--- config.mk ---
export PLATFORM = sky130hd
export DESIGN_NAME = amo_unit
export DESIGN_NICKNAME = d
export VERILOG_FILES = /design/src/rtl/amo_pkg.sv /design/src/rtl/amo_decode.sv /design/src/rtl/amo_lane.sv /design/src/rtl/amo_ctrl.sv /design/src/rtl/amo_unit.sv
export SDC_FILE = /design/constraint.sdc
export NUM_CORES = 1
export LEC_CHECK = 0
export BUFFER_PORTS_ARGS = -buffer_cell sky130_fd_sc_hd__buf_2
export CORE_AREA = 5 5 148 150
export CTS_BUF_LIST = sky130_fd_sc_hd__clkbuf_8
export DETAILED_ROUTE_END_ITERATION = 10
export DIE_AREA = 0 0 153 155
export PLACE_DENSITY = 0.85
export SKIP_LAST_GASP = 1
export SLEW_MARGIN = 10
export SYNTH_ARGS = -nofsm -noshare
export SYNTH_HDL_FRONTEND = slang
export SYNTH_SLANG_ARGS = --single-unit
--- constraint.sdc ---
create_clock -name clk -period 5.1 [get_ports clk]
set_input_delay 0.765 -clock clk [delete_from_list [all_inputs] [get_ports clk]]
set_output_delay 0.765 -clock clk [all_outputs]
set_load 0.05 [all_outputs]
--- src/rtl/amo_pkg.sv ---
package amo_pkg;
   localparam int DW = 64;
   localparam int NB = DW / 8;

   localparam logic [5:0] OPC_TAS       = 6'h0D;
   localparam logic [5:0] OPC_XCHG      = 6'h0F;
   localparam logic [5:0] OPC_TAS_ALT   = 6'h1D;
   localparam logic [5:0] OPC_XCHG_ALT  = 6'h1F;
   localparam logic [5:0] OPC_CAS32_ALT = 6'h3C;
   localparam logic [5:0] OPC_CAS64_ALT = 6'h3E;

   typedef enum logic [1:0] {K_TAS, K_XCHG, K_CAS, K_BAD} kind_t;
   typedef enum logic [1:0] {SZ_B, SZ_W, SZ_D} size_t;
   typedef enum logic [2:0] {ST_IDLE, ST_READ, ST_MOD, ST_WRITE, ST_DONE} state_t;

   typedef struct packed {
      kind_t kind;
      size_t size;
      logic  alt;
   } opinfo_t;
endpackage

--- src/rtl/amo_decode.sv ---
module amo_decode
   import amo_pkg::*;
(
   input  logic [5:0] op,
   input  logic [2:0] addr_lo,
   output opinfo_t    info,
   output logic       bad,
   output logic       misalign
);
   always_comb begin
      unique case (op)
         OPC_TAS:       info = '{K_TAS,  SZ_B, 1'b0};
         OPC_XCHG:      info = '{K_XCHG, SZ_W, 1'b0};
         OPC_TAS_ALT:   info = '{K_TAS,  SZ_B, 1'b1};
         OPC_XCHG_ALT:  info = '{K_XCHG, SZ_W, 1'b1};
         OPC_CAS32_ALT: info = '{K_CAS,  SZ_W, 1'b1};
         OPC_CAS64_ALT: info = '{K_CAS,  SZ_D, 1'b1};
         default:       info = '{K_BAD,  SZ_B, 1'b0};
      endcase
   end

   assign bad      = (info.kind == K_BAD);
   assign misalign = !bad &&
                     (((info.size == SZ_W) && (addr_lo[1:0] != 2'b00)) ||
                      ((info.size == SZ_D) && (addr_lo != 3'b000)));
endmodule

--- src/rtl/amo_lane.sv ---
module amo_lane
   import amo_pkg::*;
(
   input  logic [DW-1:0] rdata,
   input  logic [2:0]    lane,
   input  size_t         size,
   input  kind_t         kind,
   input  logic [DW-1:0] src,
   input  logic [DW-1:0] cmp,
   output logic [DW-1:0] old_val,
   output logic          match,
   output logic [NB-1:0] be,
   output logic [DW-1:0] wdata
);
   logic [7:0]  rb [NB];
   logic [31:0] rword;

   for (genvar i = 0; i < NB; i++) begin : g_lane
      localparam logic [2:0] IDX  = 3'(i);
      localparam int         WOFF = (i % 4) * 8;
      assign rb[i] = rdata[8*i +: 8];
      assign be[i] = (size == SZ_B) ? (lane == IDX) :
                     (size == SZ_W) ? (lane[2] == IDX[2]) : 1'b1;
      assign wdata[8*i +: 8] = (kind == K_TAS) ? 8'hFF :
                               (size == SZ_W)  ? src[WOFF +: 8] : src[8*i +: 8];
   end

   assign rword = lane[2] ? rdata[63:32] : rdata[31:0];

   always_comb begin
      unique case (size)
         SZ_B:    old_val = {{(DW-8){1'b0}}, rb[lane]};
         SZ_W:    old_val = {{(DW-32){1'b0}}, rword};
         default: old_val = rdata;
      endcase
      match = (size == SZ_D) ? (rdata == cmp) : (rword == cmp[31:0]);
   end
endmodule

--- src/rtl/amo_ctrl.sv ---
module amo_ctrl
   import amo_pkg::*;
(
   input  logic   clk,
   input  logic   rst_n,
   input  logic   start,
   input  logic   early_err,
   input  logic   need_write,
   output state_t state
);
   state_t nxt;

   always_comb begin
      nxt = state;
      unique case (state)
         ST_IDLE:  if (start) nxt = early_err ? ST_DONE : ST_READ;
         ST_READ:  nxt = ST_MOD;
         ST_MOD:   nxt = need_write ? ST_WRITE : ST_DONE;
         ST_WRITE: nxt = ST_DONE;
         default:  nxt = ST_IDLE;
      endcase
   end

   always_ff @(posedge clk) begin
      if (!rst_n) state <= ST_IDLE;
      else        state <= nxt;
   end
endmodule

--- src/rtl/amo_unit.sv ---
module amo_unit
   import amo_pkg::*;
#(
   parameter int ADDR_W = 16,
   parameter int ASI_W  = 8
) (
   input  logic              clk,
   input  logic              rst_n,
   input  logic              req_valid,
   output logic              req_ready,
   input  logic [5:0]        req_op,
   input  logic [ADDR_W-1:0] req_addr,
   input  logic [ASI_W-1:0]  req_asi,
   input  logic [DW-1:0]     req_src,
   input  logic [DW-1:0]     req_cmp,
   output logic              rsp_valid,
   output logic [DW-1:0]     rsp_data,
   output logic              rsp_align_err,
   output logic              rsp_bad_op,
   output logic              lock,
   output logic              mem_rd,
   output logic              mem_wr,
   output logic [NB-1:0]     mem_be,
   output logic [ADDR_W-4:0] mem_addr,
   output logic [DW-1:0]     mem_wdata,
   input  logic [DW-1:0]     mem_rdata,
   output logic              mem_alt,
   output logic [ASI_W-1:0]  mem_asi
);
   localparam int MA_W = ADDR_W - 3;

   if (ADDR_W < 4) begin : g_bad_addr_w
      $error("amo_unit: ADDR_W must be at least 4");
   end
   if (ASI_W < 1) begin : g_bad_asi_w
      $error("amo_unit: ASI_W must be at least 1");
   end

   state_t            state;
   opinfo_t           dec_info, info_q;
   logic              dec_bad, dec_mis;
   logic              bad_q, mis_q;
   logic [ADDR_W-1:0] addr_q;
   logic [ASI_W-1:0]  asi_q;
   logic [DW-1:0]     src_q, cmp_q, old_q, old_val;
   logic              match, start, need_write;

   amo_decode u_dec (
      .op       (req_op),
      .addr_lo  (req_addr[2:0]),
      .info     (dec_info),
      .bad      (dec_bad),
      .misalign (dec_mis)
   );

   assign start = req_valid && (state == ST_IDLE);

   always_ff @(posedge clk) begin
      if (!rst_n) begin
         info_q <= '{K_BAD, SZ_B, 1'b0};
         bad_q  <= 1'b0;
         mis_q  <= 1'b0;
         addr_q <= '0;
         asi_q  <= '0;
         src_q  <= '0;
         cmp_q  <= '0;
         old_q  <= '0;
      end else if (start) begin
         info_q <= dec_info;
         bad_q  <= dec_bad;
         mis_q  <= dec_mis;
         addr_q <= req_addr;
         asi_q  <= req_asi;
         src_q  <= req_src;
         cmp_q  <= req_cmp;
         old_q  <= '0;
      end else if (state == ST_MOD) begin
         old_q  <= old_val;
      end
   end

   amo_lane u_lane (
      .rdata   (mem_rdata),
      .lane    (addr_q[2:0]),
      .size    (info_q.size),
      .kind    (info_q.kind),
      .src     (src_q),
      .cmp     (cmp_q),
      .old_val (old_val),
      .match   (match),
      .be      (mem_be),
      .wdata   (mem_wdata)
   );

   assign need_write = (info_q.kind != K_CAS) || match;

   amo_ctrl u_ctrl (
      .clk        (clk),
      .rst_n      (rst_n),
      .start      (start),
      .early_err  (dec_bad || dec_mis),
      .need_write (need_write),
      .state      (state)
   );

   assign req_ready     = (state == ST_IDLE);
   assign mem_rd        = (state == ST_READ);
   assign mem_wr        = (state == ST_WRITE);
   assign lock          = mem_rd || mem_wr || (state == ST_MOD);
   assign mem_addr      = addr_q[ADDR_W-1 -: MA_W];
   assign mem_alt       = info_q.alt;
   assign mem_asi       = asi_q;
   assign rsp_valid     = (state == ST_DONE);
   assign rsp_data      = old_q;
   assign rsp_align_err = rsp_valid && mis_q;
   assign rsp_bad_op    = rsp_valid && bad_q;
endmodule

# After elaboration in Yosys (flattened, before gate mapping)
# Index checks and enable logic that the tools add are counted.
dict set report word_totals {
  ff_bits 226
  in_bits 225
  elab_cells 93
}
dict set report op_classes {
  order_cmp 1
  eq_ne 26
  muxes 33
  bitwise_logic 3
  reduce_logical 19
}
# op count
set ops {}
lappend ops {{case mux 64 bit (2 select lines)} 1}
lappend ops {{two-way mux 8 bit} 14}
lappend ops {{equality test 64 bit} 1}
lappend ops {{equality test 32 bit} 1}
lappend ops {{two-way mux 32 bit} 1}
lappend ops {{case mux 5 bit (6 select lines)} 1}
lappend ops {{binary-select mux 8 bit (select 3 bit)} 1}
lappend ops {{equality test 3 bit (second input constant)} 5}
lappend ops {{equality test 3 x 2 -> 1 bit (second input constant)} 4}
lappend ops {{equality test 6 x 4 -> 1 bit (second input constant)} 2}
lappend ops {{equality test 6 x 5 -> 1 bit (second input constant)} 2}
lappend ops {{equality test 6 bit (second input constant)} 2}
lappend ops {{case mux 3 bit (4 select lines)} 1}
lappend ops {{two-way mux 1 bit} 11}
lappend ops {{two-way mux 3 bit} 3}
lappend ops {{equality test 2 bit (second input constant)} 3}
lappend ops {{equality test 3 x 1 -> 1 bit (second input constant)} 2}
lappend ops {{logical AND 1 bit} 6}
lappend ops {{zero test 3 bit} 2}
lappend ops {{logical OR 1 bit} 5}
lappend ops {{equality test 2 x 1 -> 1 bit (second input constant)} 2}
lappend ops {{greater-or-equal comparator 4 bit (second input constant)} 1}
lappend ops {{zero test 2 bit} 2}
lappend ops {{inverter 3 -> 4 bit} 1}
lappend ops {{7 further kinds} 8}

# Logic depth before layout (Yosys ltp)
# Gate-level depths: netlist of run 1.
dict set report logic_depth {
  depth_word 10
  depth_mapped 9
  ltp_nobuf 6
}

# Hierarchy
# From an unflattened synthesis of run 1, not the netlist that was laid out.
dict set report hier_totals {
  hier_cells 1532
  hier_area_um2 11612.4
}
# mod instances cells_each area_per_inst_um2 seq_area_each_um2
set by_module_without_submodules {}
lappend by_module_without_submodules {amo_unit 1 1012 8122.8 4464.3}
lappend by_module_without_submodules {amo_lane 1 488 3235.6 0.0}
lappend by_module_without_submodules {amo_ctrl 1 14 140.1 60.1}
lappend by_module_without_submodules {amo_decode 1 18 113.9 0.0}

# Least setup slack after synthesis of run 1
# Ideal clock, no wire load.
dict set report synth_timing {
  path_kind {reg-to-reg}
  from {reg u_ctrl.state[2]}
  to {reg cmp_q[10]}
  setup_time_ps 117
  arrival_time_ps 2651
  required_time_ps 4983
  slack_ps 2333
  stages_incl_launch_ff 9
  n_path_buf 4
  synth_period_minus_slack_ps 2767
  path_cell_list {dfxtp_1 -> buf_2 -> nor3_1 -> nand2_1 -> and2_1 -> buf_2 -> buf_2 -> buf_2 -> a22o_1}
}
dict set report synth_between {
  elab_chain_cells 2
}
# item line
set synth_rtl {}
lappend synth_rtl {{from (decl)} amo_ctrl.sv:9} ;# output state_t state
lappend synth_rtl {{from (signal assigned)} amo_ctrl.sv:26} ;# else state <= nxt;
lappend synth_rtl {{zero test 3 bit} --}
lappend synth_rtl {{named net req_ready} amo_unit.sv:10} ;# output logic req_ready,
lappend synth_rtl {{logical AND 1 bit} amo_unit.sv:56} ;# assign start = req_valid && (state == ST_IDLE);
lappend synth_rtl {{to (signal assigned)} amo_unit.sv:75} ;# cmp_q <= req_cmp;
lappend synth_rtl {{to (decl)} amo_unit.sv:45} ;# logic [DW-1:0] src_q, cmp_q, old_q, old_val;
# The timed path passes the listed nets, and every way through them passes these cells.
# A chain may end at the register's enable or synchronous reset.

# Final worst setup path of run 1
dict set report layout_timing {
  from {reg addr_q[2]}
  to {out mem_be[6]}
}
dict set report layout_between {
  elab_chain_cells 2
}
# item line
set layout_rtl {}
lappend layout_rtl {{from (decl)} amo_unit.sv:43} ;# logic [ADDR_W-1:0] addr_q;
lappend layout_rtl {{from (signal assigned)} amo_unit.sv:72} ;# addr_q <= req_addr;
lappend layout_rtl {{equality test 3 bit or two-way mux 1 bit (tied branches)} {amo_lane.sv:22, amo_lane.sv:23}}
lappend layout_rtl {{two-way mux 1 bit *} amo_lane.sv:22} ;# assign be[i] = (size == SZ_B) ? (lane == IDX) :
lappend layout_rtl {{to (decl)} amo_unit.sv:23} ;# output logic [NB-1:0] mem_be,
# Every way passes the cells marked *; elsewhere a longest branch is shown, timed or not.

==> results of run 1 <==
[sequential cells by signal, indices dropped and copies added, names as in the netlist]
register and cells:
bad_q 1, info_q 4, mem_asi 8, rsp_data 64
src_q 64, cmp_q 64, mis_q 1, mem_alt 1
u_ctrl.state 3, addr_q 16
[cell type report]
| type | instances | area (sq um) | area share, % |
|---|---|---|---|
| antenna | 7 | 17.5 | 0.135 |
| clock buffer | 49 | 674 | 5.19 |
| clock inverter | 15 | 123 | 0.943 |
| inverter | 14 | 52.6 | 0.404 |
| multi-input combinational | 784 | 5230 | 40.3 |
| sequential | 226 | 4530 | 34.8 |
| tap | 275 | 344 | 2.65 |
| timing repair buffer | 398 | 2030 | 15.6 |
[synthesized netlist by cell type (all sizes together) (3+ instances only)]
library cell / number / area (sq um)
o21ai: 18 / 90.1
and3: 3 / 18.8
a221oi: 26 / 228
buf: 55 / 324
nand2: 129 / 484
a211oi: 6 / 45.0
a22o: 174 / 1520
clkbuf: 54 / 203
a21o: 3 / 22.5
nand2b: 40 / 250
a31oi: 4 / 25.0
inv: 14 / 52.6
a21oi: 48 / 240
o21bai: 7 / 52.6
nor2b: 10 / 62.6
nand3: 67 / 335
and2: 4 / 25.0
nor3: 30 / 150
xnor2: 39 / 342
nand4: 20 / 125
nor2: 40 / 150
dfxtp: 226 / 4520
mux2i: 31 / 314
nor4: 12 / 87.6
xor2: 46 / 403
o22ai: 8 / 50.1
[critical path, stage by stage (launching register included)]
cell and delay, ns:
dfxtp_2 0.77, inv_1 0.65, o21bai_1 0.42, buf_2 0.33
[kinds of logic after synthesis]
group	share of synthesized area, %
buffers and inverters	5.62
AO/OA/AOI/OAI	23.0
AND/OR/NAND/NOR	16.9
flip-flops	43.9
XOR/XNOR	7.22
multiplexers	3.37
[stage by stage]
stage          power (W)  worst slack, ns  util [%]
2_1_floorplan    0.00245             2.33         -
3_3_place_gp     0.00271             2.07      59.2
3_5_place_dp     0.00272             2.00      59.2
4_1_cts          0.00439             1.40      63.1
5_1_grt          0.00454             1.54      63.2
6_report         0.00438             1.64      63.2
[routing by layer]
layer  vias up  track usage (%)  wire (um)
li1       4768                -          -
met1      4855             38.4      15100
met2       634             49.3      17700
met3       128             6.29       3400
met4         4             16.3       2000
met5         -                0         27
[power groups by stage]
stage / Combinational (W) / Sequential (W) / Clock (W)
6_report: 0.000761 / 0.00193 / 0.00168
5_1_grt: 0.000805 / 0.00194 / 0.00179
4_1_cts: 0.000754 / 0.00193 / 0.00171
3_3_place_gp: 0.000744 / 0.00197 / 0
2_1_floorplan: 0.000504 / 0.00195 / 0
3_5_place_dp: 0.000751 / 0.00197 / 0
[worst max-delay path by stage]
| stage | endpoint | slack, ns | startpoint |
|---|---|---|---|
| after floorplan | cmp_q[10] | 2.33 | u_ctrl.state[2] |
| after global placement | mem_wdata[47] | 2.07 | info_q[1] |
| after detailed placement | mem_wdata[42] | 2.00 | info_q[1] |
| after CTS | mem_wdata[38] | 1.40 | info_q[1] |
| after global routing | mem_be[6] | 1.54 | addr_q[2] |
| final | mem_be[6] | 1.64 | addr_q[2] |
==> reports/results.txt, run 1 <==
Outcome: finished, final reports clean
Setup_tns: 0 ns
Worst slew pin tran: 1.12 ns
Worst hold path type: in -> reg
Max Freq: 0.289 GHz
P&R area growth vs syn: 26.1%
P_int: 0.00308 W
Reg2reg path depth: 7
Post-synthesis instance total: 1,133
Crit Reg-Reg Startpoint: addr_q[2]
Finished Cell Area: 13,000 sq um
Share of cells above drive strength 1: 31.9%
RD Place Congestion: 1.01
First-pass GRT wire length: 57,400 um
Root Buffer: clkbuf_8
Clock skew: 0.0173 ns
Hold path endpoint: cmp_q[43]
DR pass1 iterations: 5
Clock Path Buffers: 3
Sequential Power Share: 44.2%
Leak Pwr: 6.11 nW
Async SR Flop Fraction: 0%
Port Buf Inserts: 389
Fill cell count: 1,739
Cts bufs inserted: 37
ANT nets after route: 0
Post-synth EDFFs: 0
Final Max Tran Viols: 0
Rows: 53
Residual DRC: 0
Clock share of power: 38.5%
Hold buffer count at cts: 0
Main flop type after synthesis: dfxtp_1
Io pins: 390
Comb pwr share: 17.4%
Largest net degree at the start of global routing: 87
Die height: 155 um
Hold Worst Slack: 0.446 ns
Worst setup EP type: output pin
Post-DP Area: 12,200 sq um
Via-per-instance ratio: 5.88
Number of synthesized register bits: 226
Layout Cells excl Fill: 1,768
VDD IR-drop max: 254 uV
CTS resizes: 0
RSZ-0062 raised after global routing: no
Mapped Area: 10,300 sq um
Sw Ratio: 29.6%
GRT overflow: 0
Initial cell density of the core: 50.2%
Vias in the first global route: 10,000
Crit path required time: 4.34 ns
Critical path type: reg -> out
Crit path DAT: 2.70 ns
Max-slew headroom: 25.5%
Post-CTS Setup Inserts: 0
Max-cap violations: 0
Core area: 20,600 sq um
Starting DRT DRC Count: 914
Crit Path Max Fanout: 29
Worst hold start: req_cmp[43]
Commonest cells after routing, fill and taps aside: 389 x buf_2, 224 x dfxtp_1, 174 x a22o_1, 127 x nand2_1, 67 x nand3_1
Total track usage: 30.5%
Final #Nets: 1,686
Hold path depth: 3
Initial antenna violation count: 9
Period minus WS final: 3.46 ns
P_sw: 0.00130 W
Final worst-path cycle share: 67.8%
Die extent in x: 153 um
Syn Area/Cell: 9.10 sq um
Dpl hpwl: 28,200 um
H-Tree Depth: 2
Cell area power density: 337 nW/um^2
Clock-pin slew on the worst setup and hold paths: 0.06 ns
Clock Sink Count: 226
Synth warnings: 0
Clk_lat worst skew: 0.53 ns
Drt wl/cell: 21.6 um
Mapped Nets: 1,358
Leading cell type in the layout, fill and taps excluded: buf_2
Seq/Total Area, Yosys: 43.9%
DIE AREA: 23,700 sq um
Final Routed Wirelength: 38,200 um
Flop-to-flop setup slack: 2.24 ns
Inst Count DP: 1,697
Cell variety after synth: 49
RR Endpoint: u_ctrl.state[2]
Endpoints failing setup: 0
Final hold vios: 0
Detailed-route via count: 10,400
CTS tree: yes
Setup crit start kind: flip-flop
(Power assumes the default switching activity.)
==> run 2, diff against run 1 <==
--- a/config.mk
+++ b/config.mk
@@ -6,11 +6,11 @@
 export NUM_CORES = 1
 export LEC_CHECK = 0
 export BUFFER_PORTS_ARGS = -buffer_cell sky130_fd_sc_hd__buf_2
-export CORE_AREA = 5 5 148 150
+export CORE_MARGIN = 5
+export CORE_UTILIZATION = 46
 export CTS_BUF_LIST = sky130_fd_sc_hd__clkbuf_8
 export DETAILED_ROUTE_END_ITERATION = 10
-export DIE_AREA = 0 0 153 155
-export PLACE_DENSITY = 0.85
+export PLACE_DENSITY = 0.82
 export SKIP_LAST_GASP = 1
 export SLEW_MARGIN = 10
 export SYNTH_ARGS = -nofsm -noshare
==> constraint.sdc (replaced) <==
create_clock -name clk -period 2.8 [get_ports clk]
set_input_delay 0.42 -clock clk [delete_from_list [all_inputs] [get_ports clk]]
set_output_delay 0.42 -clock clk [all_outputs]
set_load 0.05 [all_outputs]
==> run 2 against run 1 <==
  * Largest power group unchanged
  * Design area increased by 0.81%
  * Worst hold slack got worse by 0.35 ns
  * Core utilization fell by 3.6 points
==> reports/results.txt, run 2 (same netlist as run 1, synthesis figures left out) <==
Outcome: finished, final reports clean
Dpl hpwl: 29,000 um (+2.8%)
Io pins: 390 (unchanged)
Finished Cell Area: 13,100 sq um (+0.81%)
Rows: 54 (+1.9%)
Die extent in x: 160 um (+4.4%)
CP Buf/Inv Count: 4 (+2)
Final #Nets: 1,701 (+0.89%)
Commonest cells after routing, fill and taps aside: 389 x buf_2, 224 x dfxtp_1, 174 x a22o_1, 127 x nand2_1, 67 x nand3_1
Endpoints failing setup: 0 (unchanged)
GRT overflow: 0 (unchanged)
Max Freq: 0.380 GHz
Detailed-route via count: 10,500 (+1.3%)
H-Tree Depth: 2 (unchanged)
Final Routed Wirelength: 39,200 um (+2.5%)
DIE AREA: 25,500 sq um (+7.6%)
Flop-to-flop setup slack: 0.44 ns (-1.80 ns)
CTS tree: yes
Max-slew headroom: 43.1% (+18 points)
ANT nets after route: 0 (unchanged)
Crit Reg-Reg Startpoint: addr_q[2]
Hold path depth: 2 (-1)
Crit path required time: 2.38 ns (-1.96 ns)
Via-per-instance ratio: 5.88 (about the same)
Clock skew: 0.0143 ns (-0.00305 ns)
Cts bufs inserted: 39 (+5.4%)
Largest net degree at the start of global routing: 73 (-16%)
Crit Path Max Fanout: 23 (-21%)
Clock-pin slew on the worst setup and hold paths: 0.06 ns (about the same)
RD Place Congestion: 1.02 (+1.3%)
Share of cells above drive strength 1: 32.0% (+0.10 points)
Fill cell count: 1,999 (+15%)
Clock Sink Count: 226 (unchanged)
Layout Cells excl Fill: 1,791 (+1.3%)
Crit path largest cell delay: 0.52 ns (-0.25 ns)
RSZ-0062 raised after global routing: no
Core area: 22,000 sq um (+6.8%)
Setup_tns: 0 ns (unchanged)
Design Power: 0.00788 W (+80%)
Post-DP Area: 12,300 sq um (+1.2%)
DR pass1 iterations: 5 (unchanged)
Initial cell density of the core: 47.0% (-3.2 points)
CTS resizes: 0 (unchanged)
Worst hold path type: in -> reg
Port Buf Inserts: 389 (unchanged)
Residual DRC: 0 (unchanged)
Inst Count DP: 1,715 (+1.1%)
Reg2reg path depth: 7 (unchanged)
VDD IR-drop max: 399 uV (+57%)
Period minus WS final: 2.63 ns
Die height: 160 um (+3.0%)
Total track usage: 28.5% (-2.0 points)
Hold buffer count at cts: 0 (unchanged)
Worst hold start: req_src[32]
CP max-delay cell: dfxtp_2
Hold path endpoint: src_q[32]
First-pass GRT wire length: 58,200 um (+1.5%)
P&R area growth vs syn: 27.1%
Final hold vios: 0 (unchanged)
Leading cell type in the layout, fill and taps excluded: buf_2
Top delay family on crit path: buffers and inverters
Setup crit start kind: flip-flop
Cell area power density: 601 nW/um^2 (+78%)
Vias in the first global route: 10,300 (+2.4%)
Worst slew pin tran: 0.850 ns (-0.267 ns)
Max-cap violations: 0 (unchanged)
Clk_lat worst skew: 0.53 ns (about the same)
Drt wl/cell: 21.9 um (+1.2%)
Post-CTS Setup Inserts: 0 (unchanged)
Final Max Tran Viols: 0 (unchanged)
Initial antenna violation count: 9 (unchanged)
CP Cell Sequence: buf_12, inv_1, buf_4, o21bai_1, buf_2
Final worst-path cycle share: 94.0%
Worst setup EP type: output pin
Starting DRT DRC Count: 1,053 (+15%)
RR Endpoint: u_ctrl.state[2]
Critical path type: reg -> out
Root Buffer: clkbuf_8
Clock Path Buffers: 3 (unchanged)
Leak Pwr: 6.19 nW (+1.3%)
Crit path DAT: 2.21 ns (-0.49 ns)
## run 2: cell count changes in the layout (fill, tap and decap cells not counted), sizes merged
cell / change
buf: +13
clkbuf: -5
clkinvlp: -1
diode: +4
inv: +7
## run 2: metal layers
metal | vias to the layer above | GRT usage, % | part of all wire (%)
met1 | 4938 | 34.3 | 38
met5 | - | 0 | 0
met3 | 125 | 7.14 | 10
met2 | 661 | 48.8 | 48
li1 | 4800 | - | -
met4 | 0 | 11.5 | 3.8
## run 2: where the power goes
group	leakage [nW]	switching [W]	total, W	internal, W
Sequential	1.85	0.000136	0.00351	0.00337
Combinational	3.90	0.000912	0.00142	0.000508
Clock	0.434	0.00134	0.00295	0.00161
## run 2: metrics by stage
step	setup WS, ns	hold slack, ns	util [%]
after CTS	0.197	0.0671	59.5
after floorplan	0.0326	0.441	-
after global placement	0.555	0.435	56.1
after global routing	0.122	0.0680	59.6
final	0.168	0.0926	59.7
after detailed placement	0.540	0.441	56.1
## run 2: cell type report
class                           instances  area [sq um]  area share (%)
Sequential cell                       226          4530            34.6
Clock inverter                         21           141            1.08
Antenna cell                           11          27.5           0.210
Multi-Input combinational cell        784          5220            39.9
Inverter                               14          52.6           0.401
Tap cell                              280           350            2.67
Clock buffer                           44           606            4.62
Timing Repair Buffer                  411          2170            16.6
## run 2: worst max-delay path by stage
| stage | from | end | depth (start not counted) |
|---|---|---|---|
| floorplan | u_ctrl.state[2] | cmp_q[10] | 8 |
| global placement | addr_q[2] | u_ctrl.state[2] | 7 |
| detailed placement | addr_q[2] | u_ctrl.state[2] | 7 |
| CTS | addr_q[2] | mem_be[7] | 4 |
| global route | addr_q[2] | mem_be[6] | 5 |
| finish | addr_q[2] | mem_be[6] | 5 |
## run 2: worst reg2reg max path: stages, from the launching register on
cell and delay [ns]:
dfxtp_2 0.52, buf_12 0.22, mux2i_1 0.32, xor2_1 0.34
nand4_1 0.17, nor4_2 0.36, a21oi_1 0.11, a21o_1 0.20
